$ cat config.mk
export PLATFORM = sky130hd
export DESIGN_NAME = adc_seq_top
export DESIGN_NICKNAME = d
export VERILOG_FILES = /design/src/rtl/adc_seq_pkg.sv /design/src/rtl/adc_seq_trig.sv /design/src/rtl/adc_seq_clkdiv.sv /design/src/rtl/adc_seq_ctrl.sv /design/src/rtl/adc_seq_dpath.sv /design/src/rtl/adc_seq_top.sv
export SDC_FILE = /design/constraint.sdc
export NUM_CORES = 1
export LEC_CHECK = 0
export ABC_CLOCK_PERIOD_IN_PS = 2800
export BUFFER_PORTS_ARGS = -buffer_cell sky130_fd_sc_hd__buf_2
export CAP_MARGIN = 0
export CORE_MARGIN = 4
export CORE_UTILIZATION = 55
export CTS_CLUSTER_DIAMETER = 40
export DETAILED_ROUTE_END_ITERATION = 8
export PLACE_DENSITY = 0.8
export SLEW_MARGIN = 20
export SYNTH_ARGS = -nofsm -noshare
export SYNTH_HDL_FRONTEND = slang
export SYNTH_SLANG_ARGS = --single-unit
$ cat constraint.sdc
create_clock -name clk -period 2.8 [get_ports clk]
set_input_delay 0.56 -clock clk [delete_from_list [all_inputs] [get_ports clk]]
set_output_delay 0.56 -clock clk [all_outputs]
set_load 0.01 [all_outputs]
$ cat src/rtl/adc_seq_pkg.sv
package adc_seq_pkg;

  // Width of the bit pointer carried in the strobe bundle (resolutions up to 32 bits)
  localparam int unsigned IDX_W = 5;

  typedef enum logic [2:0] {
    SRC_SOFT = 3'd0,
    SRC_TMR0 = 3'd1,
    SRC_TMR2 = 3'd2,
    SRC_TMR3 = 3'd3,
    SRC_PIN  = 3'd4
  } startSrc_e;

  typedef enum logic [1:0] {
    ST_IDLE  = 2'd0,
    ST_TRACK = 2'd1,
    ST_CONV  = 2'd2
  } seqState_e;

  // Control-to-datapath strobes
  typedef struct packed {
    logic             startConv;  // load MSB trial code
    logic             decide;     // resolve bit at bitIdx this cycle
    logic             lastBit;    // bitIdx is the LSB
    logic [IDX_W-1:0] bitIdx;     // bit under trial
  } seqStrobe_t;

endpackage

$ cat src/rtl/adc_seq_trig.sv
module adc_seq_trig
  import adc_seq_pkg::*;
#(
  parameter int unsigned SYNC_STAGES = 2
) (
  input  logic       clk,
  input  logic       rstN,
  input  logic [2:0] startMode,
  input  logic       swStartWr,
  input  logic       t0Ovf,
  input  logic       t2LowOvf,
  input  logic       t2HighOvf,
  input  logic       t2Split,
  input  logic       t3LowOvf,
  input  logic       t3HighOvf,
  input  logic       t3Split,
  input  logic       cnvPin,
  output logic       trigPulse,
  output logic       pinLevel
);

  logic [SYNC_STAGES-1:0] pinSync;
  logic                   pinPrev;
  logic                   pinRise;
  logic                   t2Trig;
  logic                   t3Trig;

  always_ff @(posedge clk or negedge rstN) begin
    if (!rstN) begin
      pinSync <= '0;
      pinPrev <= 1'b0;
    end else begin
      pinSync <= {pinSync[SYNC_STAGES-2:0], cnvPin};
      pinPrev <= pinSync[SYNC_STAGES-1];
    end
  end

  assign pinLevel = pinSync[SYNC_STAGES-1];
  assign pinRise  = pinLevel & ~pinPrev;

  // 8-bit (split) timers overflow from the low byte, 16-bit timers from the high byte
  assign t2Trig = t2Split ? t2LowOvf : t2HighOvf;
  assign t3Trig = t3Split ? t3LowOvf : t3HighOvf;

  always_comb begin
    case (startMode)
      SRC_SOFT: trigPulse = swStartWr;
      SRC_TMR0: trigPulse = t0Ovf;
      SRC_TMR2: trigPulse = t2Trig;
      SRC_TMR3: trigPulse = t3Trig;
      SRC_PIN:  trigPulse = pinRise;
      default:  trigPulse = 1'b0;
    endcase
  end

endmodule

$ cat src/rtl/adc_seq_clkdiv.sv
module adc_seq_clkdiv #(
  parameter int unsigned DIV_W   = 5,
  parameter int unsigned LP_SYNC = 2
) (
  input  logic             clk,
  input  logic             rstN,
  input  logic             burstEn,
  input  logic [DIV_W-1:0] divN,
  input  logic             lpClk,
  input  logic             restart,
  output logic             sarTick
);

  logic [LP_SYNC-1:0] lpSync;
  logic               lpPrev;
  logic               lpRise;
  logic               srcPulse;
  logic [DIV_W-1:0]   divCnt;
  logic               atTop;

  always_ff @(posedge clk or negedge rstN) begin
    if (!rstN) begin
      lpSync <= '0;
      lpPrev <= 1'b0;
    end else begin
      lpSync <= {lpSync[LP_SYNC-2:0], lpClk};
      lpPrev <= lpSync[LP_SYNC-1];
    end
  end

  assign lpRise   = lpSync[LP_SYNC-1] & ~lpPrev;
  assign srcPulse = burstEn ? lpRise : 1'b1;
  assign atTop    = (divCnt >= divN);

  always_ff @(posedge clk or negedge rstN) begin
    if (!rstN) begin
      divCnt <= '0;
    end else if (restart) begin
      divCnt <= '0;
    end else if (srcPulse) begin
      divCnt <= atTop ? '0 : divCnt + 1'b1;
    end
  end

  assign sarTick = srcPulse & atTop & ~restart;

endmodule

$ cat src/rtl/adc_seq_ctrl.sv
module adc_seq_ctrl
  import adc_seq_pkg::*;
#(
  parameter int unsigned RES_W      = 10,
  parameter int unsigned TRACK_CLKS = 3
) (
  input  logic       clk,
  input  logic       rstN,
  input  logic       trigPulse,
  input  logic       sarTick,
  input  logic [2:0] startMode,
  input  logic       lowPowerTrack,
  input  logic       pinLevel,
  output logic       busy,
  output logic       trackEn,
  output logic       divRestart,
  output seqStrobe_t strb
);

  localparam int unsigned TRK_W = $clog2(TRACK_CLKS + 1);
  localparam logic [IDX_W-1:0] TOP_IDX = IDX_W'(RES_W - 1);
  localparam logic [TRK_W-1:0] TRK_LAST = TRK_W'(TRACK_CLKS - 1);

  seqState_e        state;
  logic [IDX_W-1:0] bitCnt;
  logic [TRK_W-1:0] trkCnt;
  logic             pinMode;
  logic             goTrack;
  logic             trkDone;

  assign pinMode = (startMode == SRC_PIN);
  assign goTrack = lowPowerTrack & ~pinMode;
  assign trkDone = (trkCnt == TRK_LAST);

  always_ff @(posedge clk or negedge rstN) begin
    if (!rstN) begin
      state  <= ST_IDLE;
      bitCnt <= '0;
      trkCnt <= '0;
    end else begin
      case (state)
        ST_IDLE: begin
          if (trigPulse) begin
            if (goTrack) begin
              state  <= ST_TRACK;
              trkCnt <= '0;
            end else begin
              state  <= ST_CONV;
              bitCnt <= TOP_IDX;
            end
          end
        end
        ST_TRACK: begin
          if (sarTick) begin
            if (trkDone) begin
              state  <= ST_CONV;
              bitCnt <= TOP_IDX;
            end else begin
              trkCnt <= trkCnt + 1'b1;
            end
          end
        end
        ST_CONV: begin
          if (sarTick) begin
            if (bitCnt == '0) begin
              state <= ST_IDLE;
            end else begin
              bitCnt <= bitCnt - 1'b1;
            end
          end
        end
        default: state <= ST_IDLE;
      endcase
    end
  end

  assign busy       = (state != ST_IDLE);
  assign divRestart = (state == ST_IDLE) & trigPulse;

  always_comb begin
    strb.startConv = ((state == ST_IDLE) & trigPulse & ~goTrack) |
                     ((state == ST_TRACK) & sarTick & trkDone);
    strb.decide    = (state == ST_CONV) & sarTick;
    strb.lastBit   = (bitCnt == '0);
    strb.bitIdx    = bitCnt;
  end

  always_comb begin
    case (state)
      ST_IDLE:  trackEn = lowPowerTrack ? (pinMode & ~pinLevel) : 1'b1;
      ST_TRACK: trackEn = 1'b1;
      default:  trackEn = 1'b0;
    endcase
  end

endmodule

$ cat src/rtl/adc_seq_dpath.sv
module adc_seq_dpath
  import adc_seq_pkg::*;
#(
  parameter int unsigned RES_W = 10
) (
  input  logic             clk,
  input  logic             rstN,
  input  seqStrobe_t       strb,
  input  logic             cmpIn,
  input  logic             flagClrWr,
  input  logic             intEn,
  output logic [RES_W-1:0] sarCode,
  output logic [RES_W-1:0] result,
  output logic             doneFlag,
  output logic             irq
);

  localparam logic [RES_W-1:0] ONE_LSB   = {{(RES_W-1){1'b0}}, 1'b1};
  localparam logic [RES_W-1:0] MSB_TRIAL = {1'b1, {(RES_W-1){1'b0}}};

  logic [RES_W-1:0] curMask;
  logic [RES_W-1:0] nextCode;
  logic             finishStb;

  assign curMask   = ONE_LSB << strb.bitIdx;
  assign finishStb = strb.decide & strb.lastBit;

  // Keep or drop the bit under trial, then try the next lower one
  always_comb begin
    nextCode = sarCode;
    if (!cmpIn) begin
      nextCode = nextCode & ~curMask;
    end
    nextCode = nextCode | (curMask >> 1);
  end

  always_ff @(posedge clk or negedge rstN) begin
    if (!rstN) begin
      sarCode <= '0;
      result  <= '0;
    end else begin
      if (strb.startConv) begin
        sarCode <= MSB_TRIAL;
      end else if (strb.decide) begin
        sarCode <= nextCode;
      end
      if (finishStb) begin
        result <= nextCode;
      end
    end
  end

  always_ff @(posedge clk or negedge rstN) begin
    if (!rstN) begin
      doneFlag <= 1'b0;
    end else if (finishStb) begin
      doneFlag <= 1'b1;
    end else if (flagClrWr) begin
      doneFlag <= 1'b0;
    end
  end

  assign irq = doneFlag & intEn;

endmodule

$ cat src/rtl/adc_seq_top.sv
module adc_seq_top
  import adc_seq_pkg::*;
#(
  parameter int unsigned RES_W      = 10,
  parameter int unsigned DIV_W      = 5,
  parameter int unsigned TRACK_CLKS = 3,
  parameter int unsigned SYNC_STAGES = 2
) (
  input  logic             clk,
  input  logic             rstN,
  input  logic             burstEn,
  input  logic [DIV_W-1:0] clkDiv,
  input  logic             lpClk,
  input  logic [2:0]       startMode,
  input  logic             lowPowerTrack,
  input  logic             swStartWr,
  input  logic             t0Ovf,
  input  logic             t2LowOvf,
  input  logic             t2HighOvf,
  input  logic             t2Split,
  input  logic             t3LowOvf,
  input  logic             t3HighOvf,
  input  logic             t3Split,
  input  logic             cnvPin,
  input  logic             cmpIn,
  input  logic             flagClrWr,
  input  logic             intEn,
  output logic             busy,
  output logic             trackEn,
  output logic [RES_W-1:0] sarCode,
  output logic [RES_W-1:0] result,
  output logic             doneFlag,
  output logic             irq
);

  logic       trigPulse;
  logic       pinLevel;
  logic       sarTick;
  logic       divRestart;
  seqStrobe_t strb;

  adc_seq_trig #(.SYNC_STAGES(SYNC_STAGES)) u_trig (
    .clk       (clk),
    .rstN      (rstN),
    .startMode (startMode),
    .swStartWr (swStartWr),
    .t0Ovf     (t0Ovf),
    .t2LowOvf  (t2LowOvf),
    .t2HighOvf (t2HighOvf),
    .t2Split   (t2Split),
    .t3LowOvf  (t3LowOvf),
    .t3HighOvf (t3HighOvf),
    .t3Split   (t3Split),
    .cnvPin    (cnvPin),
    .trigPulse (trigPulse),
    .pinLevel  (pinLevel)
  );

  adc_seq_clkdiv #(.DIV_W(DIV_W), .LP_SYNC(SYNC_STAGES)) u_div (
    .clk     (clk),
    .rstN    (rstN),
    .burstEn (burstEn),
    .divN    (clkDiv),
    .lpClk   (lpClk),
    .restart (divRestart),
    .sarTick (sarTick)
  );

  adc_seq_ctrl #(.RES_W(RES_W), .TRACK_CLKS(TRACK_CLKS)) u_ctrl (
    .clk           (clk),
    .rstN          (rstN),
    .trigPulse     (trigPulse),
    .sarTick       (sarTick),
    .startMode     (startMode),
    .lowPowerTrack (lowPowerTrack),
    .pinLevel      (pinLevel),
    .busy          (busy),
    .trackEn       (trackEn),
    .divRestart    (divRestart),
    .strb          (strb)
  );

  adc_seq_dpath #(.RES_W(RES_W)) u_dp (
    .clk       (clk),
    .rstN      (rstN),
    .strb      (strb),
    .cmpIn     (cmpIn),
    .flagClrWr (flagClrWr),
    .intEn     (intEn),
    .sarCode   (sarCode),
    .result    (result),
    .doneFlag  (doneFlag),
    .irq       (irq)
  );

endmodule

==> out/qor.txt <==
Sequential area share after synthesis: 43.3%
Final wirelength: 5110 um
Fin crit share: 86.9%
Critical path arrival: 2.65 ns
Synth top area share: 43.3%
Top cell type by total area after synthesis: dfrtp_1
Post-route DRC violation count: 0
Buffers on Ports: 48
Largest net degree at the start of global routing: 42
Row count: 23
Yosys cell types: 50
Die Span Y: 73.6 um
All-Layer GR Usage: 20.9%
Worst-Skew Late Latency: 0.29 ns
Post-cts resize count: 0
CTS tree: done
Core area: 0.00409 sq mm
Peak Freq: 411 MHz
Area grow syn2layout: 17.5%
IO Pins: 49
Share of cells above drive strength 1: 26.6%
Int Power: 1250 uW
Hpwl dp: 3800 um
Fin. Hold Viols: 0
Unrepaired setup endpoints after global routing: false
Sequential share of power: 38.0%
1st-pass router iterations: 4
Clk root buf: clkbuf_8
Worst Path Max Fanout: 4
Clk buf depth: 2
Comb pwr share: 41.2%
Worst VDD drop: 0.000556 V
Worst Path Required: 3.02 ns
Routed Antenna Nets: 0
Mapped cell area: 0.00237 sq mm
Final slew viol count: 0
Starting density of the core: 58.0%
Rel. slew slack: 42.0%
Kind of critical path: reg -> reg
# setup viols final: 0
Pleak: 0.00135 uW
Via density: 5.72
Syn_nets: 286
Clock Sinks: 41
Total number of yosys warnings: 0
Kind of capture point of the worst setup path: register
Initial antenna violation count: 0
Clock slew at reported path FFs: 0.08 ns
Setup TNS Final: 0 ns
Crit start category: register
First-pass GRT wire length: 8870 um
Die area: 0.00542 sq mm
Pre-CTS WS: 0.158 ns
Initial DRC Count: 110
Hold Path Class: reg -> reg
Final worst slack: 0.367 ns
Sw Ratio: 39.0%
DIE WIDTH: 73.6 um
Worst Max-Slew Pin Slew: 0.870 ns
CTS HTree Levels: 2
Total CTS buffers: 5
N_diodes: 0
Switching Power: 799 uW
Number of global-route vias before repair: 1983
RePlAce Congestion: 0.831
Fin crit period: 2.43 ns
Synth Register Bits: 41
Top area cells in the synthesized netlist: dfrtp_1, ha_1, mux2_2, nand2_1, a21oi_1
CTS Hold Bufs: 0
Routed via count: 2006
Final Skew: 0.00535 ns
DR WL/cell: 14.5 um
Clock power share: 20.8%
PD cells: 736 mW/mm^2
Syn avg cell area: 9.63 sq um
Status: finished clean
Grt total ovfl: 0
Synthesized instance count: 246
Nets: 340
Maxcap violations: 0
Post-CTS repair timing setup buffer count: 0
final cells by class:
type / count / area [sq um]
clock buffer: 7 / 96.3
clock inverter: 1 / 5.00
fill: 345 / 1300
inverter: 18 / 67.6
multi-input combinational: 182 / 1250
sequential: 41 / 1030
tap: 50 / 62.6
timing repair buffer: 52 / 270
Yosys cell counts, drive strengths merged:
master,count
o22ai,4
mux2,9
a32o,1
nor3,5
a2bb2oi,2
nand2,28
nand3,15
clkbuf,3
o31ai,5
dfrtp,41
nand4,3
o21a,2
a22o,6
a21boi,2
a32oi,1
nand2b,3
a31oi,3
a211o,1
or4,1
mux2i,5
nand3b,1
xor2,3
nor2,13
or2,2
a311oi,1
o41a,1
o211ai,1
buf,2
a2111oi,1
or3b,1
or4b,1
nor4b,1
a221oi,1
inv,18
o21ai,15
a21o,1
o21bai,1
a211oi,2
and2,3
a21oi,15
nor2b,7
ha,15
power groups by stage:
stage / sequential (uW) / combinational [uW] / clock (uW)
finish: 779 / 842 / 426
global route: 794 / 953 / 445
CTS: 778 / 844 / 429
detailed placement: 788 / 832 / 0
global placement: 788 / 809 / 0
floorplan: 770 / 612 / 0
final timing paths:
path	startpoint	endpoint	slack [ns]	cells after the start
max in group asynchronous	rstN	u_div.divCnt[2]$_DFFE_PN0P_	1.88	1
max	u_div.divCnt[2]$_DFFE_PN0P_	u_ctrl.bitCnt[4]$_DFFE_PN0P_	0.37	7
min reg2reg	u_trig.pinSync[0]$_DFF_PN0_	u_trig.pinSync[1]$_DFF_PN0_	0.36	0
min in group asynchronous	rstN	u_dp.result[6]$_DFFE_PN0P_	0.38	1
min	u_trig.pinSync[0]$_DFF_PN0_	u_trig.pinSync[1]$_DFF_PN0_	0.36	0
max reg2reg	u_div.divCnt[2]$_DFFE_PN0P_	u_ctrl.bitCnt[4]$_DFFE_PN0P_	0.37	7
sequential cells by signal, indices dropped and copies added (netlist names):
name            count
u_div.lpPrev        1
u_dp.doneFlag       1
u_dp.result        10
u_div.divCnt        5
u_trig.pinSync      2
u_dp.sarCode       10
u_ctrl.bitCnt       5
u_trig.pinPrev      1
u_ctrl.trkCnt       2
u_ctrl.state        2
u_div.lpSync        2
through the flow:
stage | cell area [sq um] | util, % | total power [uW] | hold WS [ns] | instances
2_1_floorplan | 2370 | - | 1380 | 0.264 | 246
3_5_place_dp | 2680 | 65.6 | 1620 | 0.336 | 343
6_report | 2780 | 68.1 | 2050 | 0.360 | 351
3_3_place_gp | 2680 | 65.6 | 1600 | 0.338 | 343
5_1_grt | 2780 | 68.1 | 2190 | 0.364 | 351
4_1_cts | 2780 | 68.1 | 2050 | 0.364 | 351
cell usage in the layout, fill, tap and decap left out, drive strengths merged, types with 2 or more instances in the layout:
cell / synthesis / final
a211oi: 2 / 2
a21boi: 2 / 2
a21oi: 15 / 15
a22o: 6 / 6
a2bb2oi: 2 / 2
a31oi: 3 / 3
and2: 3 / 3
buf: 2 / 52
clkbuf: 3 / 7
dfrtp: 41 / 41
ha: 15 / 15
inv: 18 / 18
mux2: 9 / 9
mux2i: 5 / 5
nand2: 28 / 28
nand2b: 3 / 3
nand3: 15 / 15
nand4: 3 / 3
nor2: 13 / 13
nor2b: 7 / 7
nor3: 5 / 5
o21a: 2 / 2
o21ai: 15 / 15
o22ai: 4 / 4
o31ai: 5 / 5
or2: 2 / 2
xor2: 3 / 3
cells by family after synthesis:
group | Yosys count | share of synthesized area, %
compound gates | 66 | 19.3
xor+xnor | 3 | 1.11
fa+ha+maj | 15 | 7.92
buf+inv | 23 | 3.70
flops | 41 | 43.3
mux | 14 | 6.39
simple gates | 84 | 18.3
critical path: stages (launching register included):
cell and delay, ns:
dfrtp_1 0.42, ha_1 0.31, nand3_1 0.07, a21boi_0 0.32
o21ai_1 0.18, or4_4 0.58, o41a_1 0.33, a31oi_1 0.14
per-layer routing:
metal	track usage, %	routed length [um]	up-vias
met3	4.65	205	8
met1	26.9	2290	963
met5	0	0	-
li1	-	-	992
met2	34.6	2540	43
met4	7.04	62	0
Power figures use the tool's default switching activity.
